[src/rtl/ext_irq_pkg.sv]
`timescale 1ns/1ps
package ext_irq_pkg;

   typedef enum logic [1:0] {
      SRC_NONE   = 2'd0,
      SRC_QUEUE  = 2'd1,
      SRC_CLKCMP = 2'd2,
      SRC_CPUTMR = 2'd3
   } irq_src_e;

   localparam int          NUM_TMR      = 2;
   localparam int          TMR_CLKCMP   = 0;
   localparam int          TMR_CPUTMR   = 1;
   localparam logic [15:0] CODE_CLKCMP  = 16'h1004;
   localparam logic [15:0] CODE_CPUTMR  = 16'h1005;

endpackage

[src/rtl/ext_irq_lifo.sv]
`timescale 1ns/1ps
module ext_irq_lifo #(
   parameter int DEPTH = 16,
   parameter int ENT_W = 112,
   localparam int CNT_W = $clog2(DEPTH + 1),
   localparam int IDX_W = (DEPTH > 1) ? $clog2(DEPTH) : 1
) (
   input  logic             clk,
   input  logic             rst_n,
   input  logic             push,
   input  logic [ENT_W-1:0] push_data,
   input  logic             pop,
   output logic [ENT_W-1:0] top_data,
   output logic             empty,
   output logic             push_drop
);

   logic [CNT_W-1:0] cnt;
   logic [CNT_W-1:0] rd_pos;
   logic [CNT_W-1:0] wr_pos;
   logic             full;
   logic             pop_ok;
   logic             push_ok;
   logic [ENT_W-1:0] slot [DEPTH];

   always_comb begin
      full      = (cnt == CNT_W'(DEPTH));
      empty     = (cnt == '0);
      pop_ok    = pop && !empty;
      push_ok   = push && (!full || pop_ok);
      push_drop = push && !push_ok;
      rd_pos    = cnt - CNT_W'(1);
      // a pop and a push on one edge reuse the slot being vacated
      wr_pos    = pop_ok ? rd_pos : cnt;
      top_data  = empty ? '0 : slot[rd_pos[IDX_W-1:0]];
   end

   always_ff @(posedge clk) begin
      if (!rst_n) begin
         cnt <= '0;
      end else begin
         case ({push_ok, pop_ok})
            2'b10:   cnt <= cnt + CNT_W'(1);
            2'b01:   cnt <= cnt - CNT_W'(1);
            default: cnt <= cnt;
         endcase
      end
   end

   always_ff @(posedge clk) begin
      if (push_ok) begin
         slot[wr_pos[IDX_W-1:0]] <= push_data;
      end
   end

endmodule

[src/rtl/ext_irq_pend.sv]
`timescale 1ns/1ps
module ext_irq_pend (
   input  logic clk,
   input  logic rst_n,
   input  logic fire,
   input  logic retire,
   output logic pend
);

   // a fire on the retiring edge wins, so no event is lost
   always_ff @(posedge clk) begin
      if (!rst_n) begin
         pend <= 1'b0;
      end else begin
         pend <= fire | (pend & ~retire);
      end
   end

endmodule

[src/rtl/ext_irq_select.sv]
`timescale 1ns/1ps
module ext_irq_select
   import ext_irq_pkg::*;
#(
   parameter int          CODE_W  = 16,
   parameter int          PARM_W  = 32,
   parameter int          WIDE_W  = 64,
   parameter logic [15:0] CC_CODE = CODE_CLKCMP,
   parameter logic [15:0] CT_CODE = CODE_CPUTMR,
   localparam int         ENT_W   = CODE_W + PARM_W + WIDE_W
) (
   input  logic               clk,
   input  logic               rst_n,
   input  logic               q_avail,
   input  logic [ENT_W-1:0]   q_entry,
   input  logic [NUM_TMR-1:0] tmr_pend,
   input  logic               ext_mask,
   input  logic               exc_active,
   input  logic               accept,
   output logic               offer_valid,
   output irq_src_e           offer_src,
   output logic [ENT_W-1:0]   offer_entry,
   output logic               take_q,
   output logic [NUM_TMR-1:0] tmr_retire,
   output logic               bad_accept
);

   localparam int TAIL_W = ENT_W - CODE_W;

   logic             eligible;
   logic             capture;
   logic             acc_ok;
   irq_src_e         pick_src;
   logic [ENT_W-1:0] pick_entry;

   always_comb begin
      eligible = ext_mask && !exc_active;
      if (q_avail) begin
         pick_src   = SRC_QUEUE;
         pick_entry = q_entry;
      end else if (tmr_pend[TMR_CLKCMP]) begin
         pick_src   = SRC_CLKCMP;
         pick_entry = {CC_CODE[CODE_W-1:0], {TAIL_W{1'b0}}};
      end else if (tmr_pend[TMR_CPUTMR]) begin
         pick_src   = SRC_CPUTMR;
         pick_entry = {CT_CODE[CODE_W-1:0], {TAIL_W{1'b0}}};
      end else begin
         pick_src   = SRC_NONE;
         pick_entry = '0;
      end
      capture    = !offer_valid && eligible && (pick_src != SRC_NONE);
      take_q     = capture && (pick_src == SRC_QUEUE);
      acc_ok     = accept && offer_valid && ext_mask;
      bad_accept = accept && !acc_ok;
      tmr_retire = '0;
      tmr_retire[TMR_CLKCMP] = acc_ok && (offer_src == SRC_CLKCMP);
      tmr_retire[TMR_CPUTMR] = acc_ok && (offer_src == SRC_CPUTMR);
   end

   always_ff @(posedge clk) begin
      if (!rst_n) begin
         offer_valid <= 1'b0;
         offer_src   <= SRC_NONE;
         offer_entry <= '0;
      end else if (acc_ok) begin
         offer_valid <= 1'b0;
         offer_src   <= SRC_NONE;
         offer_entry <= '0;
      end else if (capture) begin
         offer_valid <= 1'b1;
         offer_src   <= pick_src;
         offer_entry <= pick_entry;
      end
   end

endmodule

[src/rtl/ext_irq_arbiter.sv]
`timescale 1ns/1ps
module ext_irq_arbiter
   import ext_irq_pkg::*;
#(
   parameter int DEPTH     = 16,
   parameter int CODE_W    = 16,
   parameter int PARM_W    = 32,
   parameter int WIDE_W    = 64,
   parameter bit REG_FLAGS = 1'b1
) (
   input  logic              clk,
   input  logic              rst_n,
   input  logic              ev_push,
   input  logic [CODE_W-1:0] ev_code,
   input  logic [PARM_W-1:0] ev_parm,
   input  logic [WIDE_W-1:0] ev_parm_wide,
   input  logic              clkcmp_fire,
   input  logic              cputmr_fire,
   input  logic              ext_mask,
   input  logic              exc_active,
   input  logic              irq_accept,
   output logic              irq_valid,
   output logic [1:0]        irq_src,
   output logic [CODE_W-1:0] irq_code,
   output logic [PARM_W-1:0] irq_parm,
   output logic [WIDE_W-1:0] irq_parm_wide,
   output logic              queue_pend,
   output logic              hard_req,
   output logic              push_overflow,
   output logic              deliver_fault
);

   localparam int ENT_W = CODE_W + PARM_W + WIDE_W;

   if (DEPTH < 1) begin : g_bad_depth
      $error("ext_irq_arbiter: DEPTH must be at least 1");
   end
   if (CODE_W != 16) begin : g_bad_code
      $error("ext_irq_arbiter: CODE_W must be 16 to hold the timer codes");
   end
   if (PARM_W < 1 || WIDE_W < 1) begin : g_bad_parm
      $error("ext_irq_arbiter: parameter widths must be positive");
   end

   logic [ENT_W-1:0]   top_entry;
   logic               q_empty;
   logic               push_drop;
   logic               take_q;
   logic               bad_accept;
   logic [NUM_TMR-1:0] tmr_fire;
   logic [NUM_TMR-1:0] tmr_retire;
   logic [NUM_TMR-1:0] tmr_pend;
   irq_src_e           offer_src;
   logic [ENT_W-1:0]   offer_entry;
   logic               offer_valid;

   ext_irq_lifo #(
      .DEPTH (DEPTH),
      .ENT_W (ENT_W)
   ) i_lifo (
      .clk       (clk),
      .rst_n     (rst_n),
      .push      (ev_push),
      .push_data ({ev_code, ev_parm, ev_parm_wide}),
      .pop       (take_q),
      .top_data  (top_entry),
      .empty     (q_empty),
      .push_drop (push_drop)
   );

   always_comb begin
      tmr_fire             = '0;
      tmr_fire[TMR_CLKCMP] = clkcmp_fire;
      tmr_fire[TMR_CPUTMR] = cputmr_fire;
   end

   for (genvar t = 0; t < NUM_TMR; t++) begin : g_tmr
      ext_irq_pend i_pend (
         .clk    (clk),
         .rst_n  (rst_n),
         .fire   (tmr_fire[t]),
         .retire (tmr_retire[t]),
         .pend   (tmr_pend[t])
      );
   end

   ext_irq_select #(
      .CODE_W (CODE_W),
      .PARM_W (PARM_W),
      .WIDE_W (WIDE_W)
   ) i_select (
      .clk         (clk),
      .rst_n       (rst_n),
      .q_avail     (!q_empty),
      .q_entry     (top_entry),
      .tmr_pend    (tmr_pend),
      .ext_mask    (ext_mask),
      .exc_active  (exc_active),
      .accept      (irq_accept),
      .offer_valid (offer_valid),
      .offer_src   (offer_src),
      .offer_entry (offer_entry),
      .take_q      (take_q),
      .tmr_retire  (tmr_retire),
      .bad_accept  (bad_accept)
   );

   if (REG_FLAGS) begin : g_flag_reg
      logic ovf_q;
      logic flt_q;
      always_ff @(posedge clk) begin
         if (!rst_n) begin
            ovf_q <= 1'b0;
            flt_q <= 1'b0;
         end else begin
            ovf_q <= push_drop;
            flt_q <= bad_accept;
         end
      end
      assign push_overflow = ovf_q;
      assign deliver_fault = flt_q;
   end else begin : g_flag_comb
      assign push_overflow = push_drop;
      assign deliver_fault = bad_accept;
   end

   always_comb begin
      irq_valid     = offer_valid;
      irq_src       = offer_src;
      irq_code      = offer_entry[ENT_W-1 -: CODE_W];
      irq_parm      = offer_entry[WIDE_W +: PARM_W];
      irq_parm_wide = offer_entry[WIDE_W-1:0];
      queue_pend    = !q_empty || (offer_valid && offer_src == SRC_QUEUE);
      hard_req      = !q_empty || (|tmr_pend) || offer_valid;
   end

endmodule

[config.mk]
export PLATFORM = sky130hd
export DESIGN_NAME = ext_irq_arbiter
export DESIGN_NICKNAME = d
export VERILOG_FILES = /design/src/rtl/ext_irq_pkg.sv /design/src/rtl/ext_irq_lifo.sv /design/src/rtl/ext_irq_pend.sv /design/src/rtl/ext_irq_select.sv /design/src/rtl/ext_irq_arbiter.sv
export SDC_FILE = /design/constraint.sdc
export NUM_CORES = 2
export LEC_CHECK = 0
export BUFFER_PORTS_ARGS = -buffer_cell sky130_fd_sc_hd__buf_2
export CELL_PAD_IN_SITES_DETAIL_PLACEMENT = 2
export CELL_PAD_IN_SITES_GLOBAL_PLACEMENT = 2
export CORE_ASPECT_RATIO = 1.25
export CORE_MARGIN = 5
export CORE_UTILIZATION = 48
export DETAILED_ROUTE_END_ITERATION = 12
export HOLD_SLACK_MARGIN = 0.15
export PLACE_DENSITY_LB_ADDON = 0.1
export SETUP_SLACK_MARGIN = 0.3
export SYNTH_ARGS = -nofsm -noshare
export SYNTH_HDL_FRONTEND = slang
export SYNTH_SLANG_ARGS = --single-unit
[constraint.sdc]
create_clock -name clk -period 20.1 [get_ports clk]
set_input_delay 0 -clock clk [delete_from_list [all_inputs] [get_ports clk]]
set_output_delay 0 -clock clk [all_outputs]
set_load 0.03 [all_outputs]
==> flow_metrics.py <==
metrics = {
    "worst_setup_path": {
        "critPathMaxFanout": 66,
        "cp.required_ns": 20.78,
        "critical_path_class": "reg -> reg",
        "start_kind": "register",
        "crit_path_end_kind": "register",
        "cp.arrival_ns": 6.88,
    },
    "cells_and_area": {
        "fin_util": 0.564,
        "fin_cells": 6168,
        "syn_to_final_growth_pct": 16.6,
        "nNetsFinal": 4117,
        "drive_gt1_frac": 0.252,
        "fillerInstances": 12298,
        "fin_area_sq_um": 83800,
    },
    "hold_path": {
        "hp-class": "in -> reg",
    },
    "cts": {
        "cts_root_buffer": "clkbuf_16",
        "insertion_delay_ns": 0.84,
        "cts_resized": 0,
        "cts_tree": "built",
        "cts_buffers": 187,
        "cts_setup_buffers": 0,
        "path_clk_slew_ns": 0.06,
        "numClockSinks": 1916,
        "cts_max_level": 4,
        "ctsLongestPathBuffers": 3,
    },
    "detailed_routing": {
        "drc": 0,
        "drt_iter0_drc": 3650,
        "wl_per_cell_um": 35.2,
        "ant_nets": 0,
        "via_per_inst": 6.10,
        "num_vias": 37615,
        "drtPass1Iterations": 6,
        "drt_wl_total_um": 217000,
    },
    "sta": {
        "slew_headroom": 0.234,
        "worst_pin_slew_ns": 1.15,
        "setup_viol": 0,
        "finalCritPeriodShare": 0.308,
        "tns_ns": 0,
        "grt_setup_unrepaired": "false",
        "slew_violations": 0,
        "fin_worst_skew_ns": 0.0273,
        "setup_ws_ns": 13.90,
        "fmaxAchievable_ghz": 0.161,
        "hold_slack_ns": 0.208,
        "finalCriticalPeriod_ns": 6.20,
        "hold_viol": 0,
    },
    "grt": {
        "grt_max_degree": 134,
        "grt_pass1_wl_um": 317000,
        "grt_antenna_before_repair": 18,
        "grt_overflow": 0,
        "grtUsageTotal": 0.279,
        "grt_pass1_vias": 42432,
    },
    "yosys": {
        "ys_types": 52,
        "synth_edf_count": 1792,
        "yosys_most_used_dff": "edfxtp_1",
        "synthesis.area_sq_um": 71800,
        "synthesis.nets": 3586,
        "syn_avg_cell_area_sq_um": 20.7,
        "ys_ff_latch": 1916,
        "synthArstFlopShare": 0,
        "postSynthCellCount": 3463,
        "seq_area_frac_synth": 0.784,
        "ys.warnings.count": 0,
    },
    "floorplan": {
        "core_area_sq_um": 148000,
        "die_h_um": 442,
        "die_width_um": 356,
        "io_pins": 239,
        "die_area_sq_um": 158000,
        "std_cell_rows": 158,
        "start_util": 0.484,
    },
    "power": {
        "ir_drop_mv": 0.0920,
        "p_leak_nw": 27.9,
        "power_density_nw_per_um2": 110,
        "power.total_mw": 9.20,
    },
    "run_status": {
        "status": "finished clean",
    },
    "place": {
        "dp_hpwl_um": 109000,
        "gp_congestion": 0.733,
        "placed_area_sq_um": 75400,
        "place_inst": 5578,
        "post-place-ws_ns": 13.90,
        "portBuffers": 238,
    },
    "flow_run": {
        "maxCapViolCount": 0,
    },
}
-- cell families after synthesis --
| group | synth area share |
|---|---|
| simple gates | 0.0291 |
| fa+ha+maj | 0.000523 |
| buf+inv | 0.0127 |
| compound gates | 0.0321 |
| flops | 0.784 |
| mux | 0.141 |
| xor+xnor | 0.000732 |
-- what timing repair did --
item                       in CTS  in global routing
hold buffers                  227                  0
hold endpoints to repair     1826                  0
setup endpoints to repair       0                  0
-- cell type report --
class | count | area, sq um | share of cell area
Clock buffer | 271 | 5410 | 0.0646
Timing Repair Buffer | 536 | 4080 | 0.0488
Tap cell | 2000 | 2500 | 0.0299
Antenna cell | 9 | 22.5 | 0.000269
Sequential cell | 1916 | 56300 | 0.672
Multi-Input combinational cell | 1346 | 14800 | 0.177
Clock inverter | 83 | 618 | 0.00738
Inverter | 7 | 26.3 | 0.000314
-- state kept, by name (all words and copies together) (netlist names) --
name	flops
g_tmr.i_pend.pend	2
i_select.offer_src	2
i_lifo.cnt	5
push_overflow	1
deliver_fault	1
i_select.offer_entry	112
i_select.offer_valid	1
i_lifo.slot	1792
-- cells in the mapped netlist (4+ instances only) --
cell type / number / share of area
nor2_1: 34 / 0.0018
dfxtp_1: 124 / 0.035
a31oi_1: 6 / 0.00052
xnor2_1: 4 / 0.00049
buf_6: 5 / 0.00078
nor3_1: 9 / 0.00063
edfxtp_1: 1792 / 0.75
buf_2: 88 / 0.0061
o21ai_0: 9 / 0.00063
buf_1: 4 / 0.00021
nand3_1: 5 / 0.00035
mux4_2: 448 / 0.14
clkbuf_1: 94 / 0.0049
nand2_1: 450 / 0.024
inv_1: 7 / 0.00037
and3_1: 4 / 0.00035
a211o_1: 110 / 0.013
a21oi_1: 218 / 0.015
mux2i_1: 4 / 0.00056
-- layer usage --
layer | share of wire | GRT usage | up-vias
li1 | - | - | 15224
met1 | 0.39 | 0.370 | 20687
met2 | 0.52 | 0.487 | 1392
met3 | 0.059 | 0.0424 | 312
met4 | 0.024 | 0.0742 | 0
met5 | 0 | 0 | -
-- worst max-delay path, cell delays in order (launching register included) --
cell and delay, ns:
dfxtp_4 0.97, inv_1 0.36, ha_4 0.89, buf_4 0.81
buf_4 0.90, buf_4 0.88, mux4_2 0.43, nand2_1 0.10
a21oi_1 0.11, a211o_1 0.32
-- cells in the final DEF (no fill, tap or decap), drive strengths merged, types with 9 or more instances in the layout --
cell and n:
inv 10, nor2 35, diode 9, a211o 110, dlygate4sd3 227, edfxtp 1792, dfxtp 124, nand2 450
clkbuf 271, mux4 448, nor3 9, o21ai 9, buf 309, clkinv 66, a21oi 219
-- final timing paths --
check / start / end / slack, ns / cells past startpoint
max: i_lifo.cnt[0] / i_select.offer_entry[21] / 13.90 / 9
min: ev_parm_wide[24] / i_lifo.slot[6][24] / 0.21 / 2
max reg2reg: i_lifo.cnt[0] / i_select.offer_entry[21] / 13.90 / 9
min reg2reg: i_select.offer_entry[23] / i_select.offer_entry[23] / 0.47 / 1
-- where the power goes --
part	switching, mW	total [mW]	leakage, nW	internal, mW
Clock	1.53	3.50	2.93	1.97
Sequential	0.0605	4.56	17.2	4.50
Combinational	0.721	1.14	7.79	0.419
Note: power is estimated with default switching activity, not from simulation.
